===== src/rtl/sfilt_pkg.sv =====
package sfilt_pkg;

  localparam int CODE_W  = 4;  // width of the filter setting
  localparam int DIV_W   = 5;  // divider counter width, covers /32
  localparam int AGREE_W = 4;  // agreement counter width, covers N up to 8

  typedef struct packed {
    logic [2:0]         rateLog;  // sample interval = 2**rateLog clocks
    logic [AGREE_W-1:0] need;     // consecutive samples needed
  } filt_cfg_t;

  typedef struct packed {
    logic               sample;   // take a sample this cycle
    logic               clear;    // setting changed: drop partial count
    logic [AGREE_W-1:0] need;     // active agreement target
  } filt_strb_t;

  function automatic filt_cfg_t decodeCfg(input logic [CODE_W-1:0] c);
    filt_cfg_t r;
    case (c)
      4'd0:    r = '{rateLog: 3'd0, need: AGREE_W'(1)};
      4'd1:    r = '{rateLog: 3'd0, need: AGREE_W'(2)};
      4'd2:    r = '{rateLog: 3'd0, need: AGREE_W'(4)};
      4'd3:    r = '{rateLog: 3'd0, need: AGREE_W'(8)};
      4'd4:    r = '{rateLog: 3'd1, need: AGREE_W'(6)};
      4'd5:    r = '{rateLog: 3'd1, need: AGREE_W'(8)};
      4'd6:    r = '{rateLog: 3'd2, need: AGREE_W'(6)};
      4'd7:    r = '{rateLog: 3'd2, need: AGREE_W'(8)};
      4'd8:    r = '{rateLog: 3'd3, need: AGREE_W'(6)};
      4'd9:    r = '{rateLog: 3'd3, need: AGREE_W'(8)};
      4'd10:   r = '{rateLog: 3'd4, need: AGREE_W'(5)};
      4'd11:   r = '{rateLog: 3'd4, need: AGREE_W'(6)};
      4'd12:   r = '{rateLog: 3'd4, need: AGREE_W'(8)};
      4'd13:   r = '{rateLog: 3'd5, need: AGREE_W'(5)};
      4'd14:   r = '{rateLog: 3'd5, need: AGREE_W'(6)};
      default: r = '{rateLog: 3'd5, need: AGREE_W'(8)};
    endcase
    return r;
  endfunction

endpackage


===== src/rtl/sfilt_ctrl.sv =====
module sfilt_ctrl
  import sfilt_pkg::*;
#(
  parameter int DivW = DIV_W
) (
  input  logic              clk,
  input  logic              rstN,
  input  logic [CODE_W-1:0] filtCode,
  output filt_strb_t        strb
);

  logic [CODE_W-1:0] codeQ;
  logic [DivW-1:0]   divCnt;
  logic [DivW-1:0]   divLast;
  logic              codeChg;
  filt_cfg_t         cfg;

  always_comb begin
    codeChg     = (filtCode != codeQ);
    cfg         = decodeCfg(codeQ);
    divLast     = DivW'((32'd1 << cfg.rateLog) - 32'd1);
    strb.sample = !codeChg && (divCnt == '0);
    strb.clear  = codeChg;
    strb.need   = cfg.need;
  end

  always_ff @(posedge clk or negedge rstN) begin
    if (!rstN) begin
      codeQ  <= '0;
      divCnt <= '0;
    end else if (codeChg) begin
      codeQ  <= filtCode;
      divCnt <= '0;
    end else if (divCnt == divLast) begin
      divCnt <= '0;
    end else begin
      divCnt <= divCnt + 1'b1;
    end
  end

endmodule


===== src/rtl/sfilt_dp.sv =====
module sfilt_dp
  import sfilt_pkg::*;
#(
  parameter int AgreeW = AGREE_W
) (
  input  logic       clk,
  input  logic       rstN,
  input  filt_strb_t strb,
  input  logic       rawIn,
  output logic       filtLevel,
  output logic       edgePulse
);

  logic [AgreeW-1:0] agreeCnt;
  logic [AgreeW:0]   agreeNext;
  logic              reached;
  logic              differs;
  logic              flip;

  always_comb begin
    agreeNext = {1'b0, agreeCnt} + 1'b1;
    reached   = agreeNext >= {1'b0, AgreeW'(strb.need)};
    differs   = (rawIn != filtLevel);
    flip      = strb.sample && differs && reached;
  end

  always_ff @(posedge clk or negedge rstN) begin
    if (!rstN) begin
      agreeCnt  <= '0;
      filtLevel <= 1'b0;
      edgePulse <= 1'b0;
    end else begin
      edgePulse <= flip;
      if (flip) filtLevel <= rawIn;
      if (strb.clear || (strb.sample && (!differs || reached)))
        agreeCnt <= '0;
      else if (strb.sample)
        agreeCnt <= agreeNext[AgreeW-1:0];
    end
  end

endmodule


===== src/rtl/sample_filter.sv =====
module sample_filter
  import sfilt_pkg::*;
(
  input  logic              clk,
  input  logic              rstN,
  input  logic [CODE_W-1:0] filtCode,
  input  logic              rawIn,
  output logic              filtLevel,
  output logic              edgePulse
);

  filt_strb_t strb;

  sfilt_ctrl #(.DivW(DIV_W)) ctrl_i (
    .clk      (clk),
    .rstN     (rstN),
    .filtCode (filtCode),
    .strb     (strb)
  );

  sfilt_dp #(.AgreeW(AGREE_W)) dp_i (
    .clk       (clk),
    .rstN      (rstN),
    .strb      (strb),
    .rawIn     (rawIn),
    .filtLevel (filtLevel),
    .edgePulse (edgePulse)
  );

endmodule


===== config.mk =====
export PLATFORM = sky130hd
export DESIGN_NAME = sample_filter
export DESIGN_NICKNAME = d
export VERILOG_FILES = /design/src/rtl/sfilt_pkg.sv /design/src/rtl/sfilt_ctrl.sv /design/src/rtl/sfilt_dp.sv /design/src/rtl/sample_filter.sv
export SDC_FILE = /design/constraint.sdc
export NUM_CORES = 1
export LEC_CHECK = 0
export ABC_AREA = 0
export BUFFER_PORTS_ARGS = -buffer_cell sky130_fd_sc_hd__buf_2
export CAP_MARGIN = 40
export CORE_UTILIZATION = 63
export CTS_CLUSTER_DIAMETER = 100
export DETAILED_ROUTE_END_ITERATION = 10
export MAX_ROUTING_LAYER = met4
export PLACE_DENSITY = 0.83
export RECOVER_POWER = 50
export SETUP_SLACK_MARGIN = 0.02
export SKIP_LAST_GASP = 1
export SLEW_MARGIN = 20
export SYNTH_ARGS = -nofsm -noshare
export SYNTH_HDL_FRONTEND = slang
export SYNTH_SLANG_ARGS = --single-unit
export TNS_END_PERCENT = 10

===== constraint.sdc =====
create_clock -name clk -period 7.6 [get_ports clk]
set_clock_uncertainty 0.1 [all_clocks]
set_input_delay 1.52 -clock clk [delete_from_list [all_inputs] [get_ports clk]]
set_output_delay 1.52 -clock clk [all_outputs]
set_load 0.005 [all_outputs]

# Word-level counts from Yosys, hierarchy flattened
# Memories as Yosys holds them, arrays and structs flattened.
# Index checks and enable logic that the tools add are counted.
[classes]
add_sub_neg = 3
n_lt_le_gt_ge = 1
n_eq_ne = 3
shift = 1
muxes = 4
n_reduce_logical = 10
[op_table]
columns = ["operator", "count"]
rows = [
  ["$mux W5", 2],
  ["$mux W4", 2],
  ["$add A4 B1 Y5 const B", 1],
  ["$add A5 B1 Y5 const B", 1],
  ["$eq A5 B5 Y1", 1],
  ["$ge A5 B4 Y1", 1],
  ["$logic_not A5 Y1", 1],
  ["$shl A1 B3 Y5 const A", 1],
  ["$sub A5 B1 Y5 const B", 1],
  ["$logic_and A1 B1 Y1", 4],
  ["$ne A4 B4 Y1", 1],
  ["$logic_not A1 Y1", 2],
  ["$logic_or A1 B1 Y1", 2],
  ["$reduce_bool A2 Y1", 1],
  ["$ne A1 B1 Y1", 1],
]
[totals]
reg_bits = 15
rom_bits = 112
mem_count = 1
[memory_table]
columns = ["name", "depth", "word_bits", "rd", "rd_ports_with_merged_regs", "write_ports", "line_no", "rtl"]
rows = [
  ["(name not given)", 16, 7, 1, 0, 0, "sfilt_pkg.sv:20", "case (c)"],
]

# Logic depth before layout (Yosys ltp)
# Gate-level depths: netlist (run 1).
[depth]
word_depth = 6
mapped_depth = 11
depth_no_buf = 11

# Cells and area by module
# Synthesis (run 1) repeated with hierarchy kept, for this count alone.
[unflattened]
hier_cells = 115
hier_area_um2 = 1129.8
[by_module_without_submodules]
columns = ["module", "instances", "cells_per_inst", "area_per_inst_um2", "seq_area_each_um2"]
rows = [
  ["sfilt_ctrl", 1, 80, 728.2, 225.2],
  ["sfilt_dp", 1, 35, 401.6, 150.1],
]

# Least setup slack after synthesis (run 1)
# OpenSTA, ideal clock, no wires.
[synth_path]
kind = "in2reg"
startpoint = "in filtCode[0]"
endpoint = "reg dp_i.filtLevel"
setup_ns = 0.128
t_arrival_ns = 2.347
setup_slack_ns = 5.025
cell_stages = 4
n_path_buf = 0
cell_sequence = "xnor2_1 > nand4_1 > a211oi_1 > mux2_1"
[synth_between]
elab_chain_cells = 5
[synth_lines]
columns = ["element", "line_no", "rtl"]
rows = [
  ["start, declared", "sample_filter.sv:6", "input logic [CODE_W-1:0] filtCode,"],
  ["$ne A4 B4 Y1", "sfilt_ctrl.sv:19", "codeChg = (filtCode != codeQ);"],
  ["$logic_not A1 Y1", "sfilt_ctrl.sv:22", "strb.sample = !codeChg && (divCnt == '0);"],
  ["$logic_and A1 B1 Y1", "sfilt_ctrl.sv:22", ""],
  ["$logic_and A1 B1 Y1 (2 in a row)", "sfilt_dp.sv:24", "flip = strb.sample && differs && reached;"],
  ["end signal, assigned", "sfilt_dp.sv:34", "if (flip) filtLevel <= rawIn;"],
  ["end, declared", "sfilt_dp.sv:10", "output logic filtLevel,"],
]
# No other way between the ends.
# A chain may end at the register's enable or synchronous reset.

# Worst setup path in the final report (run 1)
# Ends and elaborated chain as after synthesis.

==> flow_metrics.env, run 1 <==
export IMPL_chipWidth_um=45.4
export IMPL_leakagePower_nw=0.572
export IMPL_cts_hold_buf=0
export IMPL_max_cap_violations=0
export IMPL_worst_margin_pin_slew_ns=0.822
export IMPL_cts_htree_levels=1
export IMPL_postRouteAntennaNets=0
export IMPL_worst_reg2reg_path_startpoint="ctrl_i.codeQ[1]"
export IMPL_p_switching_uw=56.2
export IMPL_clock_tree_buffer_depth=2
export IMPL_mostFrequentLayoutCells="dfrtp_1 (15), ha_1 (14), xnor2_1 (9)"
export IMPL_vias_per_cell=5.82
export IMPL_flow_area_growth_from_synthesis_pct=4.11
export IMPL_final_max_slew_violation_count=0
export IMPL_gp_congestion=0.855
export IMPL_cts_sinks=15
export IMPL_synth_async_sr_flop_share_pct=100
export IMPL_power_share_combinational_pct=24.6
export IMPL_cts_root_buffer_cell="clkbuf_4"
export IMPL_drive_above_1_share_pct=15.3
export IMPL_filler_cell_count=137
export IMPL_timing_critical_path_cells="clkbuf_1 -> xnor2_1 -> nand4_1 -> a211oi_1 -> mux2_1"
export IMPL_timing_hold_worst_endpoint="dp_i.filtLevel"
export IMPL_pwr_density_cell_nw_per_um2=144
export IMPL_finalHoldViolations=0
export IMPL_num_cts_buffers=3
export IMPL_yosys_warnings=0
export IMPL_grt_max_degree=16
export IMPL_hold_path_startpoint="dp_i.filtLevel"
export IMPL_firstDrtPassIters=4
export IMPL_fp_coreArea_um2=1750
export IMPL_synth_cell_type_count=35
export IMPL_worst_endpoint_arrival_ns=2.95
export IMPL_grt_remaining_overflow=0
export IMPL_timing_critical_path_from_type="input pin"
export IMPL_die_h_um=45.4
export IMPL_power_share_sequential_pct=49.8
export IMPL_yosys_area_top_type="dfrtp_1"
export IMPL_drt_wirelength_per_cell_um=14.1
export IMPL_min_delay_path_class="reg -> reg"
export IMPL_cp_slowest_cell="nand4_1"
export IMPL_postCtsResizedCells=0
export IMPL_synth_nets=141
export IMPL_hold_depth=1
export IMPL_start_util_pct=68.1
export IMPL_max_stage_delay_on_crit_path_ns=0.41
export IMPL_synth_edf_count=0
export IMPL_synth_seq_area_share_pct=31.6
export IMPL_cp_end_kind="register"
export IMPL_placement_cell_area_um2=1210
export IMPL_first_global_vias=881
export IMPL_route_vias_total=867
export IMPL_crit_type="in -> reg"
export IMPL_postSynth_topFlopCell="dfrtp_1"
export IMPL_initialDrtViolationCount=11
export IMPL_result_of_the_run="completed"
export IMPL_slew_headroom_pct=45.2
export IMPL_syn_cell_area_um2=1190
export IMPL_post_cts_setup_repair_buffer_count=0
export IMPL_postSynthAreaPerCell_um2=9.91
export IMPL_num_io_pins=9
export IMPL_floorplan_die_area_um2=2060
export IMPL_timing_reg2reg_setup_slack_ns=4.76
export IMPL_finalPower_uw=178
export IMPL_reg2reg_to="dp_i.filtLevel"
export IMPL_post_synth_inst_count=120
export IMPL_finalSetupTns_ns=0
export IMPL_cp_data_required_time_ns=7.67
export IMPL_timing_fmax_mhz=348
export IMPL_synth_seq_cells=15
export IMPL_detail_route_drc_violations=0
export IMPL_internal_power_uw=122
export IMPL_max_ir_drop_vdd_uv=128
export IMPL_insertion_delay_ns=0.28
export IMPL_final_design_area_no_fill_um2=1240
export IMPL_number_of_rows_in_the_core_area=15
export IMPL_synth_area_leaders="dfrtp_1 (32%), ha_1 (15%), xnor2_1 (6.6%)"
export IMPL_port_buffers=8
export IMPL_yosysTopAreaCellShare_pct=31.6
export IMPL_grt_usage_pct=24.5
export IMPL_timing_final_crit_share_pct=37.8
export IMPL_cp_max_fo=11
export IMPL_worst_setup_path_startpoint="filtCode[0]"
export IMPL_grt_setup_unrepaired="false"
export IMPL_hpwl_um=1650
export IMPL_clock_edge_transition_at_the_registers_on_the_reported_setup_and_hold_paths_ns=0.09
export IMPL_layout_commonest_cell="dfrtp_1"
export IMPL_route_final_wire_length_um=2100
export IMPL_period_minus_slack_ns=2.87
export IMPL_antenna_cells_inserted=0
export IMPL_wire_length_of_the_first_global_routing_pass_um=3590
export IMPL_initial_antenna_violation_count=0
export IMPL_r2r_worst_path_cells=10
export IMPL_timing_final_setup_violations=0
export IMPL_power_switching_share_pct=31.5
export IMPL_nNetsFinal=146
export IMPL_pwr_share_clk_pct=25.6
export IMPL_cts_tree="done"
## per-layer routing
layer	wire (um)	share of wire, %	track usage (%)	vias up
met5	0	0	-	-
met4	0	0	7.27	0
met3	61	2.9	5.95	0
met2	1080	51	40.0	13
met1	965	46	29.8	426
li1	-	-	-	428
## worst max-delay path, delay by kind of cell
family / cells / cell delay [ns]
compound gates: 1 / 0.40
xor+xnor: 1 / 0.18
buf+inv: 1 / 0.10
mux: 1 / 0.34
simple gates: 1 / 0.41
## synth_stat cells (2+ instances only)
| cell | number |
|---|---|
| dfrtp_1 | 15 |
| ha_1 | 14 |
| xnor2_1 | 9 |
| nor3_1 | 8 |
| inv_1 | 7 |
| o21ai_0 | 7 |
| nand2_1 | 6 |
| nand3_1 | 6 |
| xor2_1 | 6 |
| clkbuf_1 | 4 |
| mux2i_1 | 4 |
| a211oi_1 | 3 |
| a21oi_1 | 3 |
| nand4_1 | 3 |
| buf_2 | 2 |
| buf_6 | 2 |
| mux2_2 | 2 |
| nand3b_1 | 2 |
## state kept, by name (all words and copies together), names as in the netlist
register / cells
dp_i.edgePulse: 1
ctrl_i.divCnt: 5
dp_i.agreeCnt: 4
ctrl_i.codeQ: 4
dp_i.filtLevel: 1
## metrics by stage
step	std cells	setup WS, ns	hold slack (ns)	util, %
after floorplan	120	5.03	0.397	-
after global placement	145	4.47	0.410	69.5
after detailed placement	145	4.42	0.423	69.5
after CTS	149	4.72	0.448	71.0
after global routing	149	4.62	0.461	70.9
final	149	4.73	0.445	70.9
## power by group through the flow
stage | registers (mW) | clock network [mW] | logic (mW)
2_1_floorplan | 0.0882 | 0 | 0.0358
3_5_place_dp | 0.0902 | 0 | 0.0440
4_1_cts | 0.0887 | 0.0469 | 0.0441
5_1_grt | 0.0893 | 0.0497 | 0.0487
6_report | 0.0888 | 0.0457 | 0.0438
3_3_place_gp | 0.0901 | 0 | 0.0417
## logic make-up (layout without fill, tap and decap cells)
kind of cell / Yosys count / in the layout / share of synthesized area [%]
and+or+nand+nor: 34 / 34 / 18.0
AOI/OAI and AO/OA: 20 / 20 / 12.2
xor gates and xnor gates: 15 / 15 / 11.1
DFF: 15 / 15 / 31.6
buffers and inverters: 15 / 19 / 6.21
adders and majority gates: 14 / 14 / 14.7
muxes: 7 / 7 / 6.21
## worst max path at each step
stage / end / slack, ns / cells after the start
2_1_floorplan: dp_i.filtLevel / 5.03 / 4
3_3_place_gp: dp_i.filtLevel / 4.47 / 5
3_5_place_dp: dp_i.filtLevel / 4.42 / 5
4_1_cts: dp_i.filtLevel / 4.72 / 5
5_1_grt: dp_i.filtLevel / 4.62 / 11
6_report: dp_i.filtLevel / 4.73 / 5
## area by class of cell
class                   instances  area, um^2  share of cell area [%]
multi-input cells              90         739                    59.8
flip-flops and latches         15         375                    30.3
repair buffers                  8        37.5                    3.03
well taps                      25        31.3                    2.53
inverters                       7        26.3                    2.12
clock buffers                   3        22.5                    1.82
clock inverters                 1        5.00                   0.404
No activity file was read; power rests on OpenSTA's default activity.
==> inputs of run 2 (changes only) <==
- CORE_UTILIZATION: 63 -> 53
- PLACE_DENSITY: 0.83 -> 0.74
- clock period: 7.6 -> 2.47 ns (I/O delays scaled with it)
==> flow_metrics.env, run 2 (synthesis gave the netlist of run 1 again) <==
export IMPL_detail_route_drc_violations=0
export IMPL_grt_usage_pct=21.8
export IMPL_first_global_vias=913
export IMPL_fp_coreArea_um2=2040
export IMPL_final_max_slew_violation_count=0
export IMPL_dr_wl_met2_um=1160
export IMPL_largest_register_ffs=5
export IMPL_chipWidth_um=49.4
export IMPL_nNetsFinal=157
export IMPL_postRouteAntennaNets=0
export IMPL_drive_above_1_share_pct=32.6
export IMPL_die_h_um=49.4
export IMPL_final_design_area_no_fill_um2=1380
export IMPL_port_buffers=8
export IMPL_worst_endpoint_arrival_ns=2.43
export IMPL_insertion_delay_ns=0.29
export IMPL_power_share_sequential_pct=45.9
export IMPL_antenna_cells_inserted=0
export IMPL_result_of_the_run="completed"
export IMPL_vias_per_cell=5.72
export IMPL_crit_type="reg -> reg"
export IMPL_final_layout_worst_hold_slack_ns=0.167
export IMPL_gp_congestion=0.773
export IMPL_cts_sinks=15
export IMPL_mostFrequentLayoutCells="dfrtp_1 (14), buf_4 (11), xnor2_1 (9), ha_1 (9), nor3_1 (7)"
export IMPL_grt_remaining_overflow=0
export IMPL_max_cap_violations=0
export IMPL_finalHoldViolations=0
export IMPL_min_delay_path_class="in -> async"
export IMPL_reg_largest_list="ctrl_i.divCnt x5, ctrl_i.codeQ x4, dp_i.agreeCnt x4"
export IMPL_stdcell_count=162
export IMPL_internal_power_uw=397
export IMPL_pwr_density_cell_nw_per_um2=421
export IMPL_hpwl_um=1730
export IMPL_start_util_pct=58.2
export IMPL_firstDrtPassIters=4
export IMPL_drt_wirelength_per_cell_um=14.3
export IMPL_number_of_rows_in_the_core_area=16
export IMPL_cp_max_fo=3
export IMPL_worst_reg2reg_path_startpoint="ctrl_i.codeQ[0]"
export IMPL_worst_margin_pin_slew_ns=0.824
export IMPL_timing_final_crit_share_pct=95.3
export IMPL_dp_slack_ns=0.0111
export IMPL_cts_htree_levels=1
export IMPL_finalSetupTns_ns=0
export IMPL_wirelength_met1_um=1070
export IMPL_placement_cell_area_um2=1290
export IMPL_p_switching_uw=186
export IMPL_layout_commonest_cell="dfrtp_1"
export IMPL_clock_edge_transition_at_the_registers_on_the_reported_setup_and_hold_paths_ns=0.10
export IMPL_max_ir_drop_vdd_uv=297
export IMPL_top_signal_layer_used="met4"
export IMPL_timing_critical_path_from_type="register"
export IMPL_num_io_pins=9
export IMPL_cts_hold_buf=0
export IMPL_cp_data_required_time_ns=2.55
export IMPL_wl_met3_um=41
export IMPL_worst_setup_path_startpoint="ctrl_i.codeQ[0]"
export IMPL_floorplan_die_area_um2=2440
export IMPL_initial_antenna_violation_count=0
export IMPL_power_switching_share_pct=31.9
export IMPL_route_vias_total=927
export IMPL_final_core_utilization_pct=67.7
export IMPL_pwr_share_clk_pct=24.8
export IMPL_initialDrtViolationCount=22
export IMPL_period_minus_slack_ns=2.36
export IMPL_slew_headroom_pct=45.1
export IMPL_route_final_wire_length_um=2310
export IMPL_cts_tree="done"
export IMPL_flow_area_growth_from_synthesis_pct=16.3
export IMPL_grt_max_degree=16
export IMPL_dp_cells=156
export IMPL_finalPower_uw=582
export IMPL_grt_setup_unrepaired="false"
export IMPL_timing_final_ws_setup_ns=0.115
export IMPL_wire_length_of_the_first_global_routing_pass_um=3910
export IMPL_timing_final_setup_violations=0
export IMPL_clock_tree_buffer_depth=2
export IMPL_timing_fmax_mhz=425
export IMPL_num_cts_buffers=3
export IMPL_filler_cell_count=167
export IMPL_leakagePower_nw=0.622
export IMPL_largest_register="ctrl_i.divCnt"
export IMPL_power_share_combinational_pct=29.3
export IMPL_cts_root_buffer_cell="clkbuf_4"
export IMPL_cp_end_kind="register"
[run 2: cell types whose count changed in the layout (fill, tap and decap cells not counted), sizes merged]
cell    previous run  this run
clkbuf             5         6
buf                6        16
[run 2: path summary, 6_finish.rpt]
path	endpoint	slack, ns	cells past startpoint
max	dp_i.filtLevel	0.11	10
min	ctrl_i.divCnt[3]	0.17	1
max reg2reg	dp_i.filtLevel	0.11	10
min reg2reg	ctrl_i.divCnt[0]	0.44	1
max in group asynchronous	ctrl_i.codeQ[1]	1.54	1
min in group clk	ctrl_i.codeQ[0]	0.24	1
[run 2: final cells by class]
cell class	instances	area, um^2	area share (%)
Clock buffer	3	22.5	1.63
Tap cell	27	33.8	2.44
Clock inverter	1	5.00	0.362
Inverter	7	26.3	1.90
Sequential cell	15	377	27.2
Multi-Input combinational cell	90	800	57.8
Timing Repair Buffer	19	119	8.60
[run 2: timing repair]
| item | 4_1_cts | 5_1_grt |
|---|---|---|
| gates resized for setup | 0 | 18 |
| buffers inserted | 1 | 1 |
| pin swaps | 0 | 4 |
| endpoints found under the setup margin | 1 | 5 |
[run 2: power groups by stage]
stage	Combinational, mW	Clock [mW]	Sequential (mW)
detailed placement	0.155	0	0.272
global route	0.191	0.157	0.270
global placement	0.148	0	0.271
floorplan	0.111	0	0.272
finish	0.171	0.145	0.267
CTS	0.157	0.147	0.267
[run 2: metal layers]
layer / vias up / GRT usage (%)
met3: 6 / 3.74
met1: 463 / 25.8
li1: 449 / -
met5: - / -
met2: 9 / 36.5
met4: 0 / 8.82
[run 2: critical path, cell delays in order, from the launching register on]
cell and delay [ns]:
dfrtp_1 0.42, inv_2 0.09, buf_4 0.13, ha_1 0.14, mux2i_1 0.07, mux2_2 0.27
ha_1 0.28, o21ai_2 0.06, o2bb2ai_4 0.12, a211oi_2 0.24, mux2_4 0.32
==> inputs of run 3 (changes only) <==
- REMOVE_ABC_BUFFERS: not set -> 1
==> flow_metrics.env, run 3 (synthesis gave the netlist of run 1 again) <==
export IMPL_result_of_the_run="completed"
export IMPL_period_minus_slack_ns=2.45
export IMPL_worst_margin_pin_slew_ns=0.825
export IMPL_reg_largest_list="ctrl_i.divCnt x5, ctrl_i.codeQ x4, dp_i.agreeCnt x4"
export IMPL_dp_cells=157
export IMPL_insertion_delay_ns=0.29
export IMPL_chipWidth_um=49.4
export IMPL_grt_usage_pct=20.6
export IMPL_finalHoldViolations=0
export IMPL_min_delay_path_class="in -> reg"
export IMPL_timing_final_crit_share_pct=99.0
export IMPL_timing_final_setup_violations=0
export IMPL_cp_end_kind="register"
export IMPL_cts_tree="done"
export IMPL_power_share_combinational_pct=28.0
export IMPL_fp_coreArea_um2=2040
export IMPL_die_h_um=49.4
export IMPL_drt_wirelength_per_cell_um=13.7
export IMPL_internal_power_uw=394
export IMPL_grt_setup_unrepaired="true"
export IMPL_cts_htree_levels=1
export IMPL_nNetsFinal=157
export IMPL_flow_area_growth_from_synthesis_pct=13.5
export IMPL_cp_data_required_time_ns=2.56
export IMPL_grt_max_degree=16
export IMPL_timing_critical_path_from_type="register"
export IMPL_filler_cell_count=179
export IMPL_pwr_share_clk_pct=25.3
export IMPL_drive_above_1_share_pct=25.9
export IMPL_pwr_density_cell_nw_per_um2=426
export IMPL_detail_route_drc_violations=0
export IMPL_port_buffers=8
export IMPL_crit_type="reg -> reg"
export IMPL_postRouteAntennaNets=0
export IMPL_route_vias_total=898
export IMPL_clock_edge_transition_at_the_registers_on_the_reported_setup_and_hold_paths_ns=0.09
export IMPL_layout_commonest_cell="dfrtp_1"
export IMPL_clock_tree_buffer_depth=2
export IMPL_finalPower_uw=574
export IMPL_wire_length_of_the_first_global_routing_pass_um=3690
export IMPL_start_util_pct=58.2
export IMPL_first_global_vias=839
export IMPL_finalSetupTns_ns=0
export IMPL_cts_root_buffer_cell="clkbuf_4"
export IMPL_vias_per_cell=5.54
export IMPL_multi_input_comb_area_um2=766
export IMPL_p_switching_uw=180
export IMPL_antenna_cells_inserted=0
export IMPL_hpwl_um=1670
export IMPL_final_seq_area_um2=377
export IMPL_placement_cell_area_um2=1290
export IMPL_grt_remaining_overflow=0
export IMPL_max_cap_violations=0
export IMPL_final_layout_worst_hold_slack_ns=0.233
export IMPL_slew_headroom_pct=45.0
export IMPL_largest_register_ffs=5
export IMPL_cp_max_fo=5
export IMPL_initialDrtViolationCount=23
export IMPL_gp_congestion=0.823
export IMPL_stdcell_count=162
export IMPL_route_final_wire_length_um=2220
export IMPL_final_max_slew_violation_count=0
export IMPL_num_cts_buffers=3
export IMPL_initial_antenna_violation_count=0
export IMPL_leakagePower_nw=0.616
export IMPL_cts_sinks=15
export IMPL_final_design_area_no_fill_um2=1350
export IMPL_worst_endpoint_arrival_ns=2.53
export IMPL_power_switching_share_pct=31.4
export IMPL_number_of_rows_in_the_core_area=16
export IMPL_max_ir_drop_vdd_uv=374
export IMPL_floorplan_die_area_um2=2440
export IMPL_mostFrequentLayoutCells="dfrtp_1 (14), ha_1 (13), buf_4 (10)"
export IMPL_largest_register="ctrl_i.divCnt"
export IMPL_firstDrtPassIters=4
export IMPL_num_io_pins=9
export IMPL_power_share_sequential_pct=46.7
export IMPL_timing_fmax_mhz=409
## run 3: path summary, 6_finish.rpt
path / from / endpoint / slack, ns / cells past startpoint
max: ctrl_i.codeQ[0] / dp_i.filtLevel / 0.02 / 9
min: filtCode[2] / ctrl_i.codeQ[2] / 0.23 / 1
max reg2reg: ctrl_i.codeQ[0] / dp_i.filtLevel / 0.02 / 9
min reg2reg: ctrl_i.divCnt[0] / ctrl_i.divCnt[0] / 0.45 / 1
max in group asynchronous: rstN / ctrl_i.codeQ[3] / 1.00 / 2
min in group asynchronous: rstN / dp_i.agreeCnt[2] / 0.70 / 2
## run 3: through the flow
step | setup WS (ns) | utilization [%]
after floorplan | -0.101 | -
after global placement | 0.0592 | 63.2
after detailed placement | 0.00232 | 63.2
after CTS | 0.0298 | 65.3
after global routing | -0.0941 | 66.1
final | 0.0235 | 66.1
## run 3: per-layer routing
metal  GRT usage (%)  vias up  routed length (um)
met2            32.9       14                1050
li1                -      450                   -
met3            2.80        3                  47
met5               -        -                   0
met4            5.88        0                  27
met1            27.3      431                1090
## run 3: worst max-delay path, stage by stage (launching register included)
cell and delay, ns:
dfrtp_1 0.39, buf_4 0.16, ha_1 0.23, mux2_2 0.27, o21ai_0 0.20, ha_2 0.27, nor3_2 0.07, o2bb2ai_4 0.12
a211oi_2 0.24, mux2_4 0.31
## run 3: power by group through the flow
stage	sequential (mW)	clock [mW]	combinational [mW]
final	0.268	0.145	0.161
after floorplan	0.275	0	0.0994
after CTS	0.267	0.150	0.154
after global placement	0.272	0	0.148
after detailed placement	0.272	0	0.151
after global routing	0.271	0.158	0.179
## run 3: final cells by class
cell class | count | share of cell area, %
tap | 27 | 2.50
clock buffer | 3 | 1.67
clock inverter | 1 | 0.371
timing repair buffer | 19 | 8.81
multi-input combinational | 90 | 56.8
inverter | 7 | 1.95
sequential | 15 | 27.9
## run 3: repair_timing
action | CTS | global route
buffers inserted | 0 | 0
pin swaps | 0 | 2
gates resized for setup | 1 | 10
hold buffers | 1 | 0
setup endpoints to repair | 1 | 10
endpoints found under the hold margin | 15 | 0
